<file path="src/rtl/odiv_pkg.sv">
package odiv_pkg;

  localparam int MAIN_LW = 4;

  typedef enum logic [1:0] {
    NDIV_2 = 2'b00,
    NDIV_4 = 2'b01,
    NDIV_8 = 2'b10,
    NDIV_1 = 2'b11
  } ndiv_e;

  typedef enum logic [2:0] {
    TSEL_SHIFT = 3'b000,
    TSEL_HIGH  = 3'b001,
    TSEL_REF   = 3'b010,
    TSEL_FB    = 3'b011,
    TSEL_MAIN  = 3'b100,
    TSEL_LOW   = 3'b101,
    TSEL_SER   = 3'b110,
    TSEL_QTR   = 3'b111
  } tsel_e;

  // number of source edges per output phase for a divide code
  function automatic logic [MAIN_LW-1:0] ndiv_len(input logic [1:0] code);
    case (code)
      NDIV_2:  ndiv_len = MAIN_LW'(2);
      NDIV_4:  ndiv_len = MAIN_LW'(4);
      NDIV_8:  ndiv_len = MAIN_LW'(8);
      default: ndiv_len = MAIN_LW'(1);
    endcase
  endfunction

endpackage

</file>
<file path="src/rtl/odiv_edge_div.sv">
// Toggle divider: flips q after len enable pulses; the length is
// resampled only on the pulse that ends a phase.
module odiv_edge_div #(
  parameter int LW      = 4,
  parameter int RST_LEN = 2
) (
  input  logic          clk,
  input  logic          rst_n,
  input  logic          en,
  input  logic [LW-1:0] len_in,
  output logic          q,
  output logic          tgl
);

  logic [LW-1:0] cnt_q, cnt_d;
  logic [LW-1:0] len_q, len_d;
  logic          q_d;

  assign tgl = en && (cnt_q == (len_q - LW'(1)));

  always_comb begin
    cnt_d = cnt_q;
    len_d = len_q;
    q_d   = q;
    if (en) begin
      if (tgl) begin
        cnt_d = '0;
        len_d = len_in;
        q_d   = ~q;
      end else begin
        cnt_d = cnt_q + LW'(1);
      end
    end
  end

  always_ff @(posedge clk or negedge rst_n) begin
    if (!rst_n) begin
      cnt_q <= '0;
      len_q <= LW'(RST_LEN);
      q     <= 1'b0;
    end else begin
      cnt_q <= cnt_d;
      len_q <= len_d;
      q     <= q_d;
    end
  end

  AST_CNT_BELOW_LEN: assert property (@(posedge clk) disable iff (!rst_n)
    cnt_q < len_q);
  AST_LEN_NONZERO: assert property (@(posedge clk) disable iff (!rst_n)
    len_q != '0);
  AST_FLIP_NEEDS_EN: assert property (@(posedge clk) disable iff (!rst_n)
    (q != $past(q)) |-> $past(en));
  AST_LEN_HELD_MID_PHASE: assert property (@(posedge clk) disable iff (!rst_n)
    !tgl |=> $stable(len_q));

endmodule

</file>
<file path="src/rtl/odiv_cfg_regs.sv">
module odiv_cfg_regs #(
  parameter int MW    = 9,
  parameter int M_RST = 1
) (
  input  logic          clk,
  input  logic          rst_n,
  input  logic          load,
  input  logic [1:0]    n_in,
  input  logic [2:0]    t_in,
  input  logic [MW-1:0] m_in,
  output logic [1:0]    n_q,
  output logic [2:0]    t_q,
  output logic [MW-1:0] m_q
);

  logic [1:0]    n_d;
  logic [2:0]    t_d;
  logic [MW-1:0] m_d;

  always_comb begin
    n_d = n_q;
    t_d = t_q;
    m_d = m_q;
    if (load) begin
      n_d = n_in;
      t_d = t_in;
      m_d = m_in;
    end
  end

  always_ff @(posedge clk or negedge rst_n) begin
    if (!rst_n) begin
      n_q <= 2'b00;
      t_q <= 3'b000;
      m_q <= MW'(M_RST);
    end else begin
      n_q <= n_d;
      t_q <= t_d;
      m_q <= m_d;
    end
  end

  AST_CFG_HOLD: assert property (@(posedge clk) disable iff (!rst_n)
    !load |=> $stable({n_q, t_q, m_q}));

endmodule

</file>
<file path="src/rtl/odiv_test_mux.sv">
module odiv_test_mux
  import odiv_pkg::*;
(
  input  logic [2:0] sel,
  input  logic       sr_sout,
  input  logic       ref_q,
  input  logic       fb_q,
  input  logic       main_q,
  input  logic       ser_q,
  input  logic       qtr_q,
  output logic       y
);

  logic [7:0] src;

  always_comb begin
    src             = '0;
    src[TSEL_SHIFT] = sr_sout;
    src[TSEL_HIGH]  = 1'b1;
    src[TSEL_REF]   = ref_q;
    src[TSEL_FB]    = fb_q;
    src[TSEL_MAIN]  = main_q;
    src[TSEL_LOW]   = 1'b0;
    src[TSEL_SER]   = ser_q;
    src[TSEL_QTR]   = qtr_q;
    y               = src[sel];
  end

endmodule

</file>
<file path="src/rtl/odiv_outdiv_top.sv">
module odiv_outdiv_top
  import odiv_pkg::*;
#(
  parameter int MW      = 9,
  parameter int M_RST   = 1,
  parameter int REF_DIV = 16,
  parameter int QTR_DIV = 4
) (
  input  logic          clk,
  input  logic          rst_n,
  input  logic          src_en,
  input  logic          ref_en,
  input  logic          fb_tick,
  input  logic          sclk_en,
  input  logic          sr_sout,
  input  logic          cfg_load,
  input  logic [1:0]    n_code_in,
  input  logic [2:0]    t_code_in,
  input  logic [MW-1:0] m_val_in,
  input  logic          oe,
  output logic          fout,
  output logic          test_out
);

  localparam int REF_LW = $clog2(REF_DIV + 1);
  localparam int QTR_LW = $clog2(QTR_DIV + 1);

  logic [1:0]    n_cfg;
  logic [2:0]    t_cfg;
  logic [MW-1:0] m_cfg;
  logic [MW-1:0] m_len;
  logic          main_q, main_tgl;
  logic          ref_q, ref_tgl;
  logic          fb_q, fb_tgl;
  logic          ser_q, ser_tgl;
  logic          qtr_q, qtr_tgl;
  logic          fout_d;

  odiv_cfg_regs #(.MW(MW), .M_RST(M_RST)) cfg_i (
    .clk(clk), .rst_n(rst_n), .load(cfg_load),
    .n_in(n_code_in), .t_in(t_code_in), .m_in(m_val_in),
    .n_q(n_cfg), .t_q(t_cfg), .m_q(m_cfg)
  );

  odiv_edge_div #(.LW(MAIN_LW), .RST_LEN(2)) main_div_i (
    .clk(clk), .rst_n(rst_n), .en(src_en), .len_in(ndiv_len(n_cfg)),
    .q(main_q), .tgl(main_tgl)
  );

  odiv_edge_div #(.LW(REF_LW), .RST_LEN(REF_DIV)) ref_div_i (
    .clk(clk), .rst_n(rst_n), .en(ref_en), .len_in(REF_LW'(REF_DIV)),
    .q(ref_q), .tgl(ref_tgl)
  );

  odiv_edge_div #(.LW(1), .RST_LEN(1)) fb_div_i (
    .clk(clk), .rst_n(rst_n), .en(fb_tick), .len_in(1'b1),
    .q(fb_q), .tgl(fb_tgl)
  );

  assign m_len = (m_cfg == '0) ? MW'(1) : m_cfg;

  odiv_edge_div #(.LW(MW), .RST_LEN((M_RST == 0) ? 1 : M_RST)) ser_div_i (
    .clk(clk), .rst_n(rst_n), .en(sclk_en), .len_in(m_len),
    .q(ser_q), .tgl(ser_tgl)
  );

  odiv_edge_div #(.LW(QTR_LW), .RST_LEN(QTR_DIV)) qtr_div_i (
    .clk(clk), .rst_n(rst_n), .en(main_tgl), .len_in(QTR_LW'(QTR_DIV)),
    .q(qtr_q), .tgl(qtr_tgl)
  );

  odiv_test_mux mux_i (
    .sel(t_cfg), .sr_sout(sr_sout), .ref_q(ref_q), .fb_q(fb_q),
    .main_q(main_q), .ser_q(ser_q), .qtr_q(qtr_q), .y(test_out)
  );

  always_comb begin
    fout_d = oe & main_q;
  end

  always_ff @(posedge clk or negedge rst_n) begin
    if (!rst_n) fout <= 1'b0;
    else        fout <= fout_d;
  end

  AST_OE_FORCES_LOW: assert property (@(posedge clk) disable iff (!rst_n)
    !oe |=> !fout);
  AST_QTR_ON_MAIN_EDGE: assert property (@(posedge clk) disable iff (!rst_n)
    (qtr_q != $past(qtr_q)) |-> (main_q != $past(main_q)));
  AST_REF_PACE: assert property (@(posedge clk) disable iff (!rst_n)
    ref_tgl |=> (ref_q != $past(ref_q)));
  AST_FB_EACH_TICK: assert property (@(posedge clk) disable iff (!rst_n)
    fb_tick |=> (fb_q != $past(fb_q)));
  AST_SER_ONLY_ON_SCLK: assert property (@(posedge clk) disable iff (!rst_n)
    !ser_tgl |=> $stable(ser_q));
  AST_FB_TGL_MATCH: assert property (@(posedge clk) disable iff (!rst_n)
    fb_tgl == fb_tick);

endmodule

</file>
<file path="config.mk">
export PLATFORM = sky130hd
export DESIGN_NAME = odiv_outdiv_top
export DESIGN_NICKNAME = d
export VERILOG_FILES = /design/src/rtl/odiv_pkg.sv /design/src/rtl/odiv_edge_div.sv /design/src/rtl/odiv_cfg_regs.sv /design/src/rtl/odiv_test_mux.sv /design/src/rtl/odiv_outdiv_top.sv
export SDC_FILE = /design/constraint.sdc
export NUM_CORES = 1
export LEC_CHECK = 0
export BUFFER_PORTS_ARGS = -buffer_cell sky130_fd_sc_hd__buf_2
export CAP_MARGIN = 10
export CORE_ASPECT_RATIO = 0.7
export CORE_MARGIN = 2
export CORE_UTILIZATION = 34
export DETAILED_ROUTE_END_ITERATION = 10
export GPL_TIMING_DRIVEN = 0
export SYNTH_ARGS = -nofsm -noshare
export SYNTH_HDL_FRONTEND = slang
export SYNTH_HIERARCHICAL = 1
export SYNTH_SLANG_ARGS = --single-unit
</file>
<file path="constraint.sdc">
create_clock -name clk -period 3.9 [get_ports clk]
set_clock_uncertainty 0.05 [all_clocks]
set_input_delay 0.585 -clock clk [delete_from_list [all_inputs] [get_ports clk]]
set_output_delay 0.585 -clock clk [all_outputs]
set_load 0.05 [all_outputs]
</file>
==> results of run 1 <==
[flip-flops by register name, indices dropped and copies added (netlist names), 4 cells and up]
name              cells
ref_div_i/len_q       5
main_div_i/len_q      4
cfg_i/m_q             9
ser_div_i/len_q       9
main_div_i/cnt_q      4
ser_div_i/cnt_q       9
ref_div_i/cnt_q       5
[stage by stage]
stage | hold slack (ns) | power (mW)
after floorplan | 0.239 | 1.56
after global placement | 0.404 | 1.68
after detailed placement | 0.408 | 1.71
after CTS | 0.343 | 2.46
after global routing | 0.374 | 2.61
final | 0.302 | 2.42
[worst min-delay path by stage]
| stage | endpoint | slack [ns] |
|---|---|---|
| global placement | ref_div_i/q | 0.40 |
| floorplan | cfg_i/m_q[1] | 0.24 |
| detailed placement | ref_div_i/q | 0.41 |
| finish | ser_div_i/cnt_q[0] | 0.30 |
| global route | ref_div_i/cnt_q[4] | 0.37 |
| CTS | ser_div_i/cnt_q[0] | 0.34 |
[per-layer routing]
layer | vias up | GRT usage | wire length (um)
met1 | 1056 | 0.165 | 3190
met4 | 0 | 0.0374 | 44
li1 | 1133 | - | -
met3 | 4 | 0.0473 | 265
met2 | 43 | 0.187 | 2720
met5 | - | 0 | 0
[cells by family (layout without fill, tap and decap cells)]
| kind of cell | after synthesis | count (layout) | share of synthesized area |
|---|---|---|---|
| DFF | 64 | 64 | 0.459 |
| muxes | 38 | 38 | 0.138 |
| AOI/OAI and AO/OA | 31 | 31 | 0.0678 |
| other | 2 | 12 | 0.00214 |
| and+or+nand+nor | 84 | 84 | 0.132 |
| xor gates and xnor gates | 45 | 45 | 0.122 |
| adders and majority gates | 8 | 8 | 0.0285 |
| buffers and inverters | 35 | 73 | 0.0499 |
[layout make-up]
class	count	area [sq um]	share of cell area
multi-input combinational	218	1760	0.430
sequential	64	1610	0.393
clock buffer	11	243	0.0593
tap	128	160	0.0391
buffer	19	115	0.0281
timing repair buffer	22	113	0.0275
inverter	16	60.1	0.0147
clock inverter	5	32.5	0.00795
[worst reg2reg max path, cell delays in order (launching register included)]
cell and delay [ns]:
dfstp_2 0.51, clkbuf_1 0.29, inv_1 0.09, ha_1 0.21, clkbuf_1 0.21, o21ba_2 0.25
a221o_1 0.33, a222oi_1 0.32, and4_4 0.29, buf_12 0.15, mux2_4 0.30
[power by group through the flow]
stage,sequential (mW),combinational (mW),clock [mW]
after global placement,1.01,0.670,0
after global routing,1.03,0.783,0.790
final,1.01,0.689,0.728
after floorplan,0.980,0.579,0
after CTS,1.01,0.698,0.755
after detailed placement,1.01,0.696,0
[Yosys cell counts, types with 8 or more instances]
master and number:
nand2b_1 8, nand2_1 10, dfrtp_1 58, xor2_1 26
xnor2_1 16, clkbuf_1 12, mux2_4 13, mux2_2 20
ha_1 8, nor2_1 26, inv_1 16
==> impl_metrics.ini, run 1 <==
[power_and_ir_drop]
p_comb_frac = 0.285
clkPwrFrac = 0.301
seqPwrFrac = 0.415
power_density_nw_per_um2 = 592
p_sw_mw = 0.799
power.leakage_nw = 1.87
irDropWorstVdd_v = 0.000256
power.internal_mw = 1.62
netSwitchingFraction = 0.330

[finish]
stdcell_count = 483
final_util = 0.415
syn_to_final_growth_pct = 16.7
diodes = 0
drive_gt1_frac = 0.265
fill_cells = 946
fin_nets = 381
final_cell_mix = dfrtp_1 (58), nor2_1 (26), xor2_1 (26)
stdcell_area_sq_um = 4090
mostFrequentLayoutCell = dfrtp_1

[cts]
ctsRootBufferMaster = clkbuf_16
path_clk_slew_ns = 0.05
cts_buffers = 9
htreeDepth = 3
post_cts_buffers = 0
cts_resized = 0
clk_latency_ns = 0.32
clock_path_buffers = 2
cts_hold_buf = 0
tritoncts = yes
clock-sinks = 64

[yosys]
ys_ff_latch = 64
synth_edf_count = 0
syn_inst = 307
syn_area_sq_um = 3510
async_flop_share = 1.00
yosys_warnings = 6
yosysSeqAreaShare = 0.459
synth_flop_cell = dfrtp_1
avgSynthCellArea_sq_um = 11.4
yosys.area.top_type = dfrtp_1
synthTopCellsByArea = dfrtp_1 (41%), xor2_1 (6.5%), mux2_2 (6.4%)
yosysTopAreaCellShare = 0.414
synthDistinctLibCells = 61

[worst_setup_path]
reg2reg_from = ser_div_i/len_q[0]
critical_path_cell_count = 10
arrival_ns = 3.26
slowest_stage = dfstp_2
start_kind = flip-flop
cp-startpoint = ser_div_i/len_q[0]
worstPathRequired_ns = 4.06
worst-path-max-fanout = 10
critical_path.most_common_cell = clkbuf_1
path_cells = clkbuf_1 > inv_1 > ha_1 > clkbuf_1 > o21ba_2 > a221o_1 > a222oi_1 > and4_4 > buf_12 > mux2_4
path_class = reg -> reg
critPathMaxStageDelay_ns = 0.51
crit_end = ser_div_i/len_q[3]
critPathCaptureType = flip-flop
r2r_slack_ns = 0.79
r2r_cells = 10
r2r_end = ser_div_i/len_q[3]
cp_top_family = compound AO/OA/AOI/OAI gates
path_buf_inv = 4

[placement]
dpl.hpwl_mm = 4.38
place_congestion = 0.766
postPlaceCellArea_sq_um = 3820
dp_cells = 467
io_buffers = 22
place_ws_ns = 0.790

[floorplanning]
io_pins = 25
die_w_um = 125
die_area_sq_um = 11200
initial_utilization = 0.355
dieHeight_um = 89.0
coreArea_sq_um = 9870
std_cell_rows = 30

[drt]
dr.pass1.iters = 4
wl_per_cell_um = 12.9
vias = 2236
via_per_inst = 4.63
drtIter0Drc = 150
drt-total-wl_mm = 6.22
drc_errors = 0
ant_nets = 0

[sta]
grt_setup_unrepaired = false
timing.final.ws_setup_ns = 0.794
worst_pin_slew_ns = 0.804
setup_tns_ns = 0
max_freq_ghz = 0.322
layout_min_cycle_time_ns = 3.11
slew_viol_final = 0
setup_viol = 0
hold_violations = 0
finalCritPeriodShare = 0.797
slew_headroom = 0.464

[global_routing]
gr-total-overflow = 0
antenna_found_initial = 0
grt_pass1_wl_mm = 10.9
grt_pass1_vias = 2226
track_usage = 0.123
grt_max_degree = 65

[hold_path]
hp-class = in -> async

[run]
drv_cap = 0

[run_status]
status = complete, no violations
No activity file was read; power rests on OpenSTA's default activity.
==> inputs of run 2 (changes only) <==
--- a/config.mk
+++ b/config.mk
@@ -5,6 +5,7 @@
 export SDC_FILE = /design/constraint.sdc
 export NUM_CORES = 1
 export LEC_CHECK = 0
+export ABC_AREA = 1
 export BUFFER_PORTS_ARGS = -buffer_cell sky130_fd_sc_hd__buf_2
 export CAP_MARGIN = 10
 export CORE_ASPECT_RATIO = 0.7
==> constraint.sdc (replaced) <==
create_clock -name clk -period 2.7 [get_ports clk]
set_clock_uncertainty 0.05 [all_clocks]
set_input_delay 0.405 -clock clk [delete_from_list [all_inputs] [get_ports clk]]
set_output_delay 0.405 -clock clk [all_outputs]
set_load 0.05 [all_outputs]
==> impl_metrics.ini, run 2 <==
[yosys]
syn_inst = 533
avgSynthCellArea_sq_um = 7.09
yosysMostFrequentCell = nand2_1
yosysSeqAreaShare = 0.426
yosys.area.top_type = dfrtp_1
synthTopCellsByArea = dfrtp_1 (38%), nand2_1 (21%), inv_1 (6.9%)
yosys_warnings = 6
synthDistinctLibCells = 27
async_flop_share = 1.00
ys_ff_latch = 64
synthTopCellsByCount = nand2_1 (216), inv_1 (69), dfrtp_1 (58)
yosysTopAreaCellShare = 0.384
synth_flop_cell = dfrtp_1
syn_area_sq_um = 3780
synth_edf_count = 0

[power_and_ir_drop]
netSwitchingFraction = 0.390
power.internal_mw = 2.60
irDropWorstVdd_v = 0.000395
p_sw_mw = 1.66
p_comb_frac = 0.370
seqPwrFrac = 0.352
clkPwrFrac = 0.278
power_density_nw_per_um2 = 964
power.leakage_nw = 2.49

[drt]
via_per_inst = 4.28
drt-total-wl_mm = 7.38
vias = 3130
ant_nets = 0
dr.pass1.iters = 4
wl_per_cell_um = 10.1
drtIter0Drc = 157
drc_errors = 0

[sta]
slew_viol_final = 0
max_freq_ghz = 0.451
worst_pin_slew_ns = 0.822
layout_min_cycle_time_ns = 2.22
finalCritPeriodShare = 0.821
slew_headroom = 0.452
setup_tns_ns = 0
grt_setup_unrepaired = false
hold_violations = 0
setup_viol = 0

[global_routing]
antenna_found_initial = 0
met3_usage = 0.0403
use_met1 = 0.190
grt_max_degree = 65
met2_usage = 0.190
grt_pass1_vias = 2795
gr-total-overflow = 0
track_usage = 0.135
busiest_layer = met1
grt_pass1_wl_mm = 12.6

[worst_setup_path]
start_kind = flip-flop
worst-path-max-fanout = 8
critPathCaptureType = flip-flop
path_class = reg -> reg
worstPathRequired_ns = 2.87
arrival_ns = 2.39
r2r_cells = 14

[finish]
fin_nets = 606
stdcell_count = 732
final_cell_mix = nand2_1 (216), inv_1 (69), dfrtp_1 (58)
largestRegisters = cfg_i/m_q x9, ser_div_i/cnt_q x9, ser_div_i/len_q x9
drive_gt1_frac = 0.149
mostFrequentLayoutCell = nand2_1
diodes = 0
syn_to_final_growth_pct = 17.1
stdcell_area_sq_um = 4430

[cts]
post_cts_buffers = 0
cts_resized = 0
clock-sinks = 64
clk_latency_ns = 0.33
path_clk_slew_ns = 0.05
cts_hold_buf = 0
ctsRootBufferMaster = clkbuf_16
clock_path_buffers = 2
htreeDepth = 3
cts_buffers = 9
tritoncts = yes

[floorplanning]
initial_utilization = 0.346
dieHeight_um = 92.2
io_pins = 25
die_w_um = 130
die_area_sq_um = 12000
std_cell_rows = 32
coreArea_sq_um = 10900

[placement]
dpl.hpwl_mm = 5.50
io_buffers = 24
postPlaceCellArea_sq_um = 4120
place_congestion = 0.845
dp_cells = 717

[run_status]
status = complete, no violations

[run]
drv_cap = 0

[hold_path]
hp-class = in -> async
run 2: cell count changes after synthesis, sizes merged, moves of 8 or more:
cell,delta
nand2,+217
inv,+60
nand3,+48
mux2,-35
nor2,+31
xnor2,-12
xor2,-12
nand2b,-8
run 2: per-stage QoR:
| step | util | setup slack, ns | total power, mW | hold WS, ns |
|---|---|---|---|---|
| finish | 0.405 | 0.482 | 4.27 | 0.0995 |
| global route | 0.405 | 0.294 | 4.62 | 0.201 |
| CTS | 0.405 | 0.467 | 4.31 | 0.153 |
| detailed placement | 0.377 | 0.470 | 3.09 | 0.408 |
| global placement | 0.377 | 0.498 | 3.03 | 0.406 |
| floorplan | - | 0.678 | 2.77 | 0.0594 |
run 2: cell families after synthesis:
kind of cell             share of synthesized area
AO/OA/AOI/OAI                               0.0195
AND/OR/NAND/NOR                              0.386
XOR/XNOR                                    0.0440
other                                      0.00199
flip-flops                                   0.426
buffers and inverters                       0.0960
adder cells (fa/ha/maj)                     0.0265
run 2: area by class of cell:
| class | count | area [sq um] |
|---|---|---|
| Buffer | 14 | 75.1 |
| Clock buffer | 13 | 270 |
| Clock inverter | 2 | 37.5 |
| Fill cell | 1108 | 6500 |
| Inverter | 76 | 288 |
| Multi-Input combinational cell | 386 | 1830 |
| Sequential cell | 64 | 1610 |
| Tap cell | 153 | 191 |
| Timing Repair Buffer | 24 | 123 |
run 2: final timing paths:
path | start | to | slack [ns]
setup / recovery | main_div_i/len_q[1] | qtr_div_i/len_q[0] | 0.48
hold / removal | rst_n | ser_div_i/cnt_q[0] | 0.1
setup reg to reg | main_div_i/len_q[1] | qtr_div_i/len_q[0] | 0.48
hold reg to reg | cfg_i/m_q[0] | cfg_i/m_q[0] | 0.42
max in group asynchronous | rst_n | main_div_i/cnt_q[2] | 1.94
min in group clk | oe | fout | 0.21
run 2: worst max-delay path, cell delays in order (launching register included):
cell,delay (ns)
dfstp_2,0.53
inv_1,0.05
ha_1,0.28
nand2_1,0.06
inv_1,0.04
nor2_1,0.10
nand2_2,0.10
nor2_8,0.16
nand2_4,0.10
inv_2,0.14
nand3_2,0.11
nor2_4,0.16
nand2_4,0.10
nand2_1,0.07
nand2_1,0.05
run 2: routing by layer:
metal,routed length (um),part of all wire
met1,4010,0.54
met2,2940,0.40
met3,284,0.038
met4,142,0.019
met5,0,0
run 2: power by group through the flow:
stage                     clock [mW]  sequential [mW]  combinational, mW
after floorplan                    0             1.46               1.31
after global placement             0             1.50               1.52
after detailed placement           0             1.52               1.58
after CTS                       1.22             1.50               1.58
after global routing            1.26             1.54               1.82
final                           1.19             1.50               1.58
